$ cat src/rtl/dbgwire_pkg.sv
package dbgwire_pkg;

    localparam int unsigned DFLT_LOW_CYCLES  = 3;
    localparam int unsigned DFLT_SAMPLE_AT   = 10;
    localparam int unsigned DFLT_SYNC_STAGES = 2;
    localparam int unsigned DFLT_SLOT_CYCLES = 16;

    // capture register contents
    typedef struct packed {
        logic bit_v;
        logic valid;
    } rx_state_t;

endpackage

$ cat src/rtl/dbgwire_sync.sv
module dbgwire_sync #(
    parameter int unsigned STAGES = 2
) (
    input  logic clk,
    input  logic rst_n,
    input  logic async_i,
    output logic sync_o
);

    logic [STAGES-1:0] chain_q;

    generate
        genvar s;
        for (s = 0; s < STAGES; s++) begin : g_stage
            if (s == 0) begin : g_first
                always_ff @(posedge clk or negedge rst_n) begin
                    if (!rst_n) chain_q[0] <= 1'b1;
                    else        chain_q[0] <= async_i;
                end
            end else begin : g_next
                always_ff @(posedge clk or negedge rst_n) begin
                    if (!rst_n) chain_q[s] <= 1'b1;
                    else        chain_q[s] <= chain_q[s-1];
                end
            end
        end
    endgenerate

    assign sync_o = chain_q[STAGES-1];

endmodule

$ cat src/rtl/dbgwire_slot_timer.sv
module dbgwire_slot_timer #(
    parameter int unsigned SLOT_CYCLES = 16,
    parameter int unsigned CNT_W       = $clog2(SLOT_CYCLES)
) (
    input  logic             clk,
    input  logic             rst_n,
    input  logic             launch_i,
    output logic             active_o,
    output logic [CNT_W-1:0] cnt_o
);

    localparam logic [CNT_W-1:0] LAST = CNT_W'(SLOT_CYCLES - 1);

    typedef struct packed {
        logic             active;
        logic [CNT_W-1:0] cnt;
    } timer_t;

    timer_t tm_d, tm_q;

    always_comb begin
        tm_d = tm_q;
        if (tm_q.active) begin
            if (tm_q.cnt == LAST) begin
                tm_d.active = 1'b0;
                tm_d.cnt    = '0;
            end else begin
                tm_d.cnt = tm_q.cnt + 1'b1;
            end
        end else if (launch_i) begin
            tm_d.active = 1'b1;
            tm_d.cnt    = '0;
        end
    end

    always_ff @(posedge clk or negedge rst_n) begin
        if (!rst_n) tm_q <= '0;
        else        tm_q <= tm_d;
    end

    assign active_o = tm_q.active;
    assign cnt_o    = tm_q.cnt;

endmodule

$ cat src/rtl/dbgwire_bit_rx.sv
module dbgwire_bit_rx
    import dbgwire_pkg::*;
#(
    parameter int unsigned LOW_CYCLES  = DFLT_LOW_CYCLES,
    parameter int unsigned SAMPLE_AT   = DFLT_SAMPLE_AT,
    parameter int unsigned SYNC_STAGES = DFLT_SYNC_STAGES,
    parameter int unsigned SLOT_CYCLES = DFLT_SLOT_CYCLES
) (
    input  logic clk,
    input  logic rst_n,
    input  logic start_i,
    input  logic line_i,
    output logic drive_low_o,
    output logic busy_o,
    output logic rx_bit_o,
    output logic rx_valid_o
);

    localparam int unsigned CNT_W = $clog2(SLOT_CYCLES);
    // the synchronizer delays the line, so capture later by its depth
    localparam logic [CNT_W-1:0] CAPTURE_AT = CNT_W'(SAMPLE_AT + SYNC_STAGES);
    localparam logic [CNT_W-1:0] LOW_END    = CNT_W'(LOW_CYCLES);

    logic             active;
    logic [CNT_W-1:0] cnt;
    logic             line_s;
    logic             launch;
    logic             capture;

    rx_state_t rx_d, rx_q;

    assign launch = start_i & ~active;

    dbgwire_slot_timer #(
        .SLOT_CYCLES(SLOT_CYCLES),
        .CNT_W      (CNT_W)
    ) u_timer (
        .clk     (clk),
        .rst_n   (rst_n),
        .launch_i(launch),
        .active_o(active),
        .cnt_o   (cnt)
    );

    dbgwire_sync #(
        .STAGES(SYNC_STAGES)
    ) u_sync (
        .clk    (clk),
        .rst_n  (rst_n),
        .async_i(line_i),
        .sync_o (line_s)
    );

    assign capture = active && (cnt == CAPTURE_AT);

    always_comb begin
        rx_d       = rx_q;
        rx_d.valid = capture;
        if (capture) begin
            rx_d.bit_v = line_s;
        end
    end

    always_ff @(posedge clk or negedge rst_n) begin
        if (!rst_n) rx_q <= '0;
        else        rx_q <= rx_d;
    end

    assign drive_low_o = active && (cnt < LOW_END);
    assign busy_o      = active;
    assign rx_bit_o    = rx_q.bit_v;
    assign rx_valid_o  = rx_q.valid;

endmodule

$ cat config.mk
export PLATFORM = sky130hd
export DESIGN_NAME = dbgwire_bit_rx
export DESIGN_NICKNAME = d
export VERILOG_FILES = /design/src/rtl/dbgwire_pkg.sv /design/src/rtl/dbgwire_sync.sv /design/src/rtl/dbgwire_slot_timer.sv /design/src/rtl/dbgwire_bit_rx.sv
export SDC_FILE = /design/constraint.sdc
export NUM_CORES = 1
export LEC_CHECK = 0
export ABC_AREA = 1
export BUFFER_PORTS_ARGS = -buffer_cell sky130_fd_sc_hd__buf_4
export CAP_MARGIN = 10
export CORE_AREA = 2 2 39 41
export CTS_CLUSTER_DIAMETER = 100
export CTS_CLUSTER_SIZE = 8
export DETAILED_ROUTE_END_ITERATION = 10
export DIE_AREA = 0 0 41 43
export SYNTH_ARGS = -nofsm -noshare
export SYNTH_HDL_FRONTEND = slang
export SYNTH_SLANG_ARGS = --single-unit
export TNS_END_PERCENT = 50
$ cat constraint.sdc
create_clock -name clk -period 1.7 [get_ports clk]
set_input_delay 0.255 -clock clk [delete_from_list [all_inputs] [get_ports clk]]
set_output_delay 0.255 -clock clk [all_outputs]
set_load 0.1 [all_outputs]
==> Yosys cells after proc, flatten, opt, wreduce, memory -nomap -nowiden <==
Index checks and enable logic that the tools add are counted.
{ "totals": {"reg_bits": 9, "inputBits": 4, "out_inout_bits": 4, "word_cells": 19} }
{ "classes": {"addsub": 1, "n_lt_le_gt_ge": 1, "n_eq_ne": 2, "n_mux": 4, "bitwise": 2, "reduce_logical": 3} }
{ "op_table": {"columns": ["cell", "n"], "rows": [
  ["$mux 5", 2],
  ["$eq 4x4->1 const B", 2],
  ["$add 4x1->4 const B", 1],
  ["$lt 4x2->1 const B", 1],
  ["$mux 4", 1],
  ["$logic_and 1x1->1", 2],
  ["$reduce_bool 2->1", 1],
  ["$and 1x1->1", 1],
  ["$mux 1", 1],
  ["$not 1->1", 1]
]} }

==> Longest topological paths before layout <==
Gate-level depths: netlist of run 1.
{ "depth": {"ltp_word": 4, "ltp_mapped": 6, "mapped_depth_nobuf": 6} }

==> Modules after synthesis <==
A second synthesis of run 1 with hierarchy kept.
{ "hier_totals": {"hier_cells": 45, "hier_area_um2": 395.4} }
{ "modules_own_cells": {"columns": ["mod", "n_inst", "cells_each", "area_each_um2", "seq_area_each_um2"], "rows": [
  ["dbgwire_slot_timer", 1, 28, 236.5, 125.1],
  ["dbgwire_bit_rx", 1, 15, 106.4, 50.0],
  ["dbgwire_sync", 1, 2, 52.6, 52.6]
]} }

==> Least setup slack after synthesis of run 1 <==
No wires, ideal clock.
{ "synth_path": {"path_kind": "flip-flop to output port", "start": "reg u_timer.tm_q (netlist bit u_timer.active_o)", "end": "out drive_low_o", "arrival_ns": 2.422, "required_ns": 1.445, "path_slack_ns": -0.977, "stages_incl_launch_ff": 3, "n_path_buf": 0, "cell_sequence": "dfrtp_1 -> inv_1 -> nor3_2"} }
{ "synth_via": {"elab_chain_len": 1} }
{ "synth_rtl": {"columns": ["item", "line", "source"], "rows": [
  ["start: declaration", "dbgwire_slot_timer.sv:19", "timer_t tm_d, tm_q;"],
  ["start signal: assignment", "dbgwire_slot_timer.sv:38", "else tm_q <= tm_d;"],
  ["$logic_and 1x1->1", "dbgwire_bit_rx.sv:69", "assign drive_low_o = active && (cnt < LOW_END);"],
  ["end: declaration", "dbgwire_bit_rx.sv:13", "output logic drive_low_o,"]
]} }
No other way between the ends.

==> Final worst setup path of run 1 <==
{ "layout_path": {"start": "reg u_timer.tm_q (netlist bit u_timer.cnt_o[0])", "end": "out drive_low_o"} }
{ "layout_via": {"elab_chain_len": 2} }
{ "layout_rtl": {"columns": ["item", "line"], "rows": [
  ["$lt 4x2->1", "dbgwire_bit_rx.sv:69"],
  ["$logic_and 1x1->1", "dbgwire_bit_rx.sv:69"]
]} }
No other way between the ends.

==> results of run 1 <==
-- what timing repair did --
action                     CTS  global route
gates cloned                 0             0
hold endpoints to repair     7             0
pin swaps                    2             0
buffers inserted             2             0
hold buffers                 1             0
setup endpoints to repair    1             1
resized for setup            3             0
-- Yosys cell counts, drive strengths merged --
master	instances	share of area, %
a22o	1	2.2
a31oi	1	1.6
clkinv	1	1.3
dfrtp	7	44
dfstp	2	13
ha	2	6.3
inv	4	3.8
nand2	12	13
nand3	4	6.3
nand4	1	1.6
nor2	1	1.6
nor3	1	2.5
o21ai	1	1.3
or2	1	1.6
-- logic make-up (layout without fill, tap and decap cells) --
| logic type | count (synthesis) | count (layout) | synth area share, % |
|---|---|---|---|
| buffers and inverters | 5 | 20 | 5.04 |
| adders and majority gates | 2 | 2 | 6.31 |
| AOI/OAI and AO/OA | 3 | 3 | 5.05 |
| and+or+nand+nor | 20 | 20 | 26.2 |
| DFF | 9 | 9 | 57.4 |
-- cell type report --
cell class                 count  area, um2
inverter                       5       20.0
sequential                     9        231
clock buffer                   4       26.3
tap                           16       20.0
fill                         138        828
timing repair buffer          11       97.6
multi-input combinational     25        160
-- worst reg2reg max path, delay by kind of cell, from the launching register on --
family	cells	cell delay, ns
buffers and inverters	2	0.20
adder cells (fa/ha/maj)	1	0.22
flip-flops	1	0.38
AO/OA/AOI/OAI	1	0.24
-- metal layers --
layer  wire, um  up-vias
met5          0        -
met4         37        0
met3         24        4
met2        363        7
met1        322      141
li1           -      154
-- through the flow --
step                      instance area, um2  setup slack, ns  utilization (%)  setup TNS, ns
after floorplan                          412           -0.196                -         -0.196
after global placement                   492            0.138             35.5              0
after detailed placement                 492            0.121             35.5              0
after CTS                                556          0.00619             40.1              0
after global routing                     556          -0.0354             40.1        -0.0354
final                                    556           0.0225             40.1              0
-- registers in the layout, summed over array words and instances (netlist names) --
name              count
u_timer.cnt_o         4
u_sync.sync_o         1
rx_bit_o              1
u_timer.active_o      1
u_sync.chain_q        1
rx_valid_o            1
-- how the worst max path moves through the flow --
stage	from	endpoint	slack [ns]	cells after the start
2_1_floorplan	u_timer.cnt_o[0]	drive_low_o	-0.20	3
3_3_place_gp	u_timer.cnt_o[1]	drive_low_o	0.14	4
3_5_place_dp	u_timer.cnt_o[1]	drive_low_o	0.12	4
4_1_cts	u_timer.cnt_o[0]	drive_low_o	0.006	4
5_1_grt	u_timer.cnt_o[0]	drive_low_o	-0.04	4
6_report	u_timer.cnt_o[0]	drive_low_o	0.02	4
==> flow_summary.ini, run 1 <==
[final_layout]
fin_nets = 61
fin_cells = 70
n_antenna_cell = 0
most-common-layout-cells = sky130_fd_sc_hd__nand2_1, sky130_fd_sc_hd__buf_4, sky130_fd_sc_hd__dfrtp_1
area_added_between_synthesis_and_finish_pct = 40.1
final_common_cell = sky130_fd_sc_hd__nand2_1
post_route_cells_drive_above_1_share_pct = 46.3

[worst_setup_path]
crit_arrival_ns = 1.42
critical-path-slowest-cell = sky130_fd_sc_hd__dfrtp_1
worstReg2RegEnd = u_timer.cnt_o[1]
critical_path.max_fanout = 2
cp.required_ns = 1.44
worst_path_cell_chain = ha_2 -> or2_4 -> nor3_4 -> buf_12
timing.critical_path.slowest_cell_delay_ns = 0.38
regToRegStartpoint = u_timer.cnt_o[0]
reg2reg_slack_ns = 0.55
worstSetupStartpointType = flop
cp_num_buf_inv = 1
worstSetupEndpointType = primary output
path_delay_family = simple AND/OR/NAND/NOR gates
ff2ff_path_depth = 4
critical_path_class = reg -> out

[clock_network]
cts-buffers-inserted = 3
clk_pin_slew_worst_paths_ns = 0.06
tritoncts = yes
clock-root-buffer = sky130_fd_sc_hd__clkbuf_4
htree_num_levels = 1
cts-root-to-sink-buffers = 2
numClockSinks = 9
clock_insertion_delay_worst_skew_ns = 0.26

[floorplan]
chipWidth_um = 41
rows = 14
die_boundary_height_um = 43
core_mm2 = 0.00138
initial_utilization_pct = 28.7
boundaryPins = 8
die_area_mm2 = 0.00176

[global_routing]
grt_start_max_net_pins = 10
globalRouteMet1Util_pct = 13.5
gr-max-usage-layer = met2
grt_pass1_vias = 305
globalRouteMet3Util_pct = 3.14
grt_overflow = 0
gr-usage-all-layers_pct = 11.8
grt_use_met2_pct = 16.3
grt_antenna_before_repair = 0
grt_pass1_wl_mm = 1.28

[synth]
ys_types = 17
ys_seq_area_share_pct = 57.4
nets_in_the_synthesized_netlist = 45
postSynthCellCount = 39
postSynthRegisterBits = 9
synth_warnings = 0
synth.cell_area_um2 = 397
synth_area_per_inst_um2 = 10.2

[place]
io_buffers = 7
globalplace.congestion = 0.733
dp.cells = 63
hpwl_um = 519

[timing]
fin_skew_ns = 0.000934
timing.max_slew.rel_slack_pct = 81.7
fmax_mhz = 596
final.period_utilization_pct = 98.7
transition_time_of_the_tightest_slew_check_pin_ns = 0.277
hold_violations = 0
setup_viol_count_final = 0
rsz_0062_raised_after_global_routing = yes
whs_ns = 0.101
final-max-slew-violation-count = 0
post-route-min-period_ns = 1.68

[min_path]
whs_path_depth = 1
timing.hold.worst.start = line_i
worst_hold_path_type = in -> reg
whs_endpoint = u_sync.chain_q[0]

[job]
max_cap_viol_count = 0

[drt]
via_per_inst = 4.37
wire_per_inst_um = 10.7
drcViolationCount = 0
finalWirelength_um = 747
dr_total_vias = 306
number_of_nets_still_failing_antenna_checks_after_routing = 0
detail_route.iter0.violations = 1
detailedRoute.firstPassIterationCount = 2

[run_status]
outcome = completed
Power of run 1 is not shown: default switching activity piles up to over one toggle a cycle in this logic, so the estimate is an artifact.
==> inputs of run 2 (changes only) <==
Settings changed: GPL_TIMING_DRIVEN from default to 0.
Clock period 1.7 ns to 1.9 ns, I/O delays scaled along.
==> run 2 against run 1 <==
Clock skew up 0.0054 ns. Critical endpoint unchanged. Critical path depth unchanged. Setup slack better by 0.032 ns.
==> flow_summary.ini, run 2 (synthesis gave the netlist of run 1 again) <==
[final_layout]
n_antenna_cell = 0
multi_input_comb_area_um2 = 160
most-common-layout-cells = sky130_fd_sc_hd__nand2_1, sky130_fd_sc_hd__buf_4, sky130_fd_sc_hd__dfrtp_1
area.sequential_um2 = 233
post_route_cells_drive_above_1_share_pct = 46.2
area_added_between_synthesis_and_finish_pct = 36.6
fin_nets = 59
largest_register_ffs = 4
final_common_cell = sky130_fd_sc_hd__nand2_1
fill_cells = 140

[worst_setup_path]
crit_arrival_ns = 1.56
worst_path_cell_chain = ha_2 -> or2_4 -> nor3_4 -> buf_12
critical_path_class = reg -> out
cp_num_buf_inv = 1
timing.critical_path.slowest_cell_delay_ns = 0.44
worstSetupStartpointType = flop
critical-path-slowest-cell = sky130_fd_sc_hd__dfrtp_2
cp.required_ns = 1.62
worstSetupEndpointType = primary output
path_delay_family = simple AND/OR/NAND/NOR gates
critical_path.max_fanout = 6

[floorplan]
boundaryPins = 8
chipWidth_um = 41
initial_utilization_pct = 28.7
die_area_mm2 = 0.00176
die_boundary_height_um = 43
core_mm2 = 0.00138
rows = 14

[drt]
detail_route.iter0.violations = 5
finalWirelength_um = 642
detailedRoute.firstPassIterationCount = 4
via_per_inst = 4.31
dr_total_vias = 293
wire_per_inst_um = 9.44
drcViolationCount = 0
number_of_nets_still_failing_antenna_checks_after_routing = 0

[place]
hpwl_um = 456
io_buffers = 7
globalplace.congestion = 0.683

[timing]
setup-tns-final_ns = 0
post-route-min-period_ns = 1.85
fin_skew_ns = 0.00632
rsz_0062_raised_after_global_routing = no
fmax_mhz = 542
timing.max_slew.rel_slack_pct = 81.6
hold_violations = 0
final.period_utilization_pct = 97.1
final-max-slew-violation-count = 0
transition_time_of_the_tightest_slew_check_pin_ns = 0.278
whs_ns = 0.128
setup_viol_count_final = 0

[clock_network]
tritoncts = yes
clk_pin_slew_worst_paths_ns = 0.07
cts-root-to-sink-buffers = 2
clock_insertion_delay_worst_skew_ns = 0.26
cts-buffers-inserted = 3
clock-root-buffer = sky130_fd_sc_hd__clkbuf_4
numClockSinks = 9
htree_num_levels = 1

[global_routing]
grt_pass1_wl_um = 979
grt_overflow = 0
grt_pass1_vias = 250
gr-usage-all-layers_pct = 9.00
grt_antenna_before_repair = 0
grt_start_max_net_pins = 10

[job]
max_cap_viol_count = 0

[run_status]
outcome = completed

[min_path]
worst_hold_path_type = in -> reg
## run 2: cell count changes in the layout (fill, tap and decap cells not counted), sizes merged
cell  delta
buf      -2
## run 2: per-stage QoR
stage          instance area, um2  setup slack, ns  instances  util, %
2_1_floorplan                 412          -0.0264         39        -
3_3_place_gp                  484            0.258         62     35.0
3_5_place_dp                  484            0.266         62     35.0
4_1_cts                       524           0.0162         67     37.9
5_1_grt                       542           0.0102         68     39.2
6_report                      542           0.0547         68     39.2
## run 2: worst paths after layout
| path | startpoint | endpoint | slack, ns | cells past startpoint |
|---|---|---|---|---|
| max | u_timer.cnt_o[0] | drive_low_o | 0.05 | 4 |
| min | line_i | u_sync.chain_q[0] | 0.13 | 1 |
| max reg2reg | u_timer.cnt_o[0] | u_timer.cnt_o[2] | 0.76 | 4 |
| min reg2reg | u_sync.chain_q[0] | u_sync.sync_o | 0.36 | 0 |
| max in group asynchronous | rst_n | u_sync.chain_q[0] | 1.31 | 2 |
| min in group asynchronous | rst_n | u_timer.active_o | 0.37 | 2 |
## run 2: worst register-to-register path: cells and delay by family, from the launching register on
kind                       cells  cell delay [ns]
DFF                            1             0.44
adders and majority gates      1             0.20
and+or+nand+nor                3             0.40
## run 2: layout make-up
type,instances,area share (%)
Clock buffer,4,4.85
Inverter,5,3.70
Multi-Input combinational cell,25,29.6
Sequential cell,9,43.0
Tap cell,16,3.70
Timing Repair Buffer,9,15.2
## run 2: what timing repair did
item                       in CTS  in global routing
hold buffers                    1                  0
hold endpoints to repair        7                  0
gates cloned                    0                  0
gates resized for setup         1                  3
setup endpoints to repair       1                  1
buffers inserted                0                  1
pin swaps                       0                  0
## run 2: metal layers
metal	up-vias	routed length, um	track usage, %
met5	-	0	0
met4	0	27	10.0
met3	4	24	3.14
met2	7	268	10.0
met1	128	321	11.8
li1	154	-	-
Power of run 2 is left out for the same reason.
==> inputs of run 3 (changes only) <==
Settings changed: BUFFER_PORTS_ARGS -buffer_cell sky130_fd_sc_hd__buf_4 to -buffer_cell sky130_fd_sc_hd__buf_2, PLACE_DENSITY from default to 0.54.
==> run 3 against run 2 <==
Die area unchanged. Setup slack better by 0.011 ns. Sequential share of layout area rose by 1.9 points. Worst hold slack lost 0.0064 ns. Non-clock buffer count decreased by 1. Via count grew 3.4%. Critical endpoint unchanged.
==> flow_summary.ini, run 3 (synthesis gave the netlist of run 1 again) <==
[drt]
drcViolationCount = 0
detailedRoute.firstPassIterationCount = 4
via_per_inst = 4.52
wire_per_inst_um = 9.54
number_of_nets_still_failing_antenna_checks_after_routing = 0
dr_total_vias = 303
finalWirelength_um = 639
detail_route.iter0.violations = 1

[clock_network]
clock_insertion_delay_worst_skew_ns = 0.26
cts-buffers-inserted = 3
clock-root-buffer = sky130_fd_sc_hd__clkbuf_4
clk_pin_slew_worst_paths_ns = 0.06
htree_num_levels = 1
numClockSinks = 9
cts-root-to-sink-buffers = 2
tritoncts = yes

[worst_setup_path]
worstSetupEndpointType = primary output
timing.critical_path.slowest_cell_delay_ns = 0.44
cp_num_buf_inv = 1
critical-path-slowest-cell = sky130_fd_sc_hd__dfrtp_2
worstSetupStartpointType = flop
ff2ff_path_depth = 4
critical_path_class = reg -> out
regToRegStartpoint = u_timer.cnt_o[0]
worst_path_cell_chain = ha_2 -> or2_4 -> nor3_4 -> buf_12
reg2reg_slack_ns = 0.77
crit_arrival_ns = 1.55
critical_path.max_fanout = 6
path_delay_family = simple AND/OR/NAND/NOR gates
worstReg2RegEnd = u_timer.cnt_o[2]
cp.required_ns = 1.62

[place]
io_buffers = 7
placement.setup.worst_slack_ns = 0.138
dp.cells = 62
globalplace.congestion = 0.712
hpwl_um = 458

[final_layout]
final_common_cell = sky130_fd_sc_hd__nand2_1
utilization_pct = 37.5
most-common-layout-cells = sky130_fd_sc_hd__nand2_1, sky130_fd_sc_hd__buf_2, sky130_fd_sc_hd__dfrtp_1
area_added_between_synthesis_and_finish_pct = 30.9
fin_nets = 58
largest_register_ffs = 4
post_route_cells_drive_above_1_share_pct = 45.1
fin_cells = 67
n_antenna_cell = 0

[floorplan]
rows = 14
chipWidth_um = 41
die_area_mm2 = 0.00176
initial_utilization_pct = 28.7
core_mm2 = 0.00138
die_boundary_height_um = 43
boundaryPins = 8

[global_routing]
grt_pass1_wl_mm = 1.04
grt_overflow = 0
gr-usage-all-layers_pct = 9.38
grt_pass1_vias = 273
grt_antenna_before_repair = 0
grt_start_max_net_pins = 10

[timing]
post-route-min-period_ns = 1.83
fmax_mhz = 545
setup_viol_count_final = 0
post-route-worst-setup-slack_ns = 0.0656
whs_ns = 0.122
transition_time_of_the_tightest_slew_check_pin_ns = 0.483
rsz_0062_raised_after_global_routing = no
timing.max_slew.rel_slack_pct = 68.0
final-max-slew-violation-count = 0
final.period_utilization_pct = 96.5
hold_violations = 0
fin_skew_ns = 0.00374

[min_path]
worst_hold_path_type = in -> reg
whs_endpoint = u_sync.chain_q[0]
timing.hold.worst.start = line_i
whs_path_depth = 1

[job]
max_cap_viol_count = 0

[run_status]
outcome = completed
==> run 3: per-layer routing <==
metal | track usage (%) | share of wire, % | wire length (um)
met5 | 0 | 0 | 0
met4 | 10.0 | 2.8 | 18
met3 | 3.14 | 6.1 | 39
met2 | 11.3 | 46 | 295
met1 | 11.8 | 45 | 287
==> run 3: what timing repair did <==
item	4_1_cts	5_1_grt
endpoints found under the hold margin	7	0
gates resized for setup	2	3
setup buffers	0	0
hold buffers	1	0
setup endpoints to repair	1	1
==> run 3: worst max path at each step <==
stage / end / cells after the start / start
detailed placement: drive_low_o / 4 / u_timer.cnt_o[0]
global placement: drive_low_o / 4 / u_timer.cnt_o[0]
finish: drive_low_o / 4 / u_timer.cnt_o[0]
floorplan: drive_low_o / 3 / u_timer.cnt_o[0]
global route: drive_low_o / 4 / u_timer.cnt_o[0]
CTS: drive_low_o / 4 / u_timer.cnt_o[0]
==> run 3: cell type report <==
| class | count | area (um2) |
|---|---|---|
| flip-flops and latches | 9 | 233 |
| inverters | 5 | 20.0 |
| well taps | 16 | 20.0 |
| fillers | 151 | 865 |
| multi-input cells | 25 | 160 |
| clock buffers | 4 | 26.3 |
| repair buffers | 8 | 60.1 |
==> run 3: stage by stage <==
step	area [um2]	TNS [ns]
global placement	467	0
floorplan	412	-0.0264
CTS	509	0
finish	519	0
global route	519	0
detailed placement	467	0
Power of run 3 is left out for the same reason.
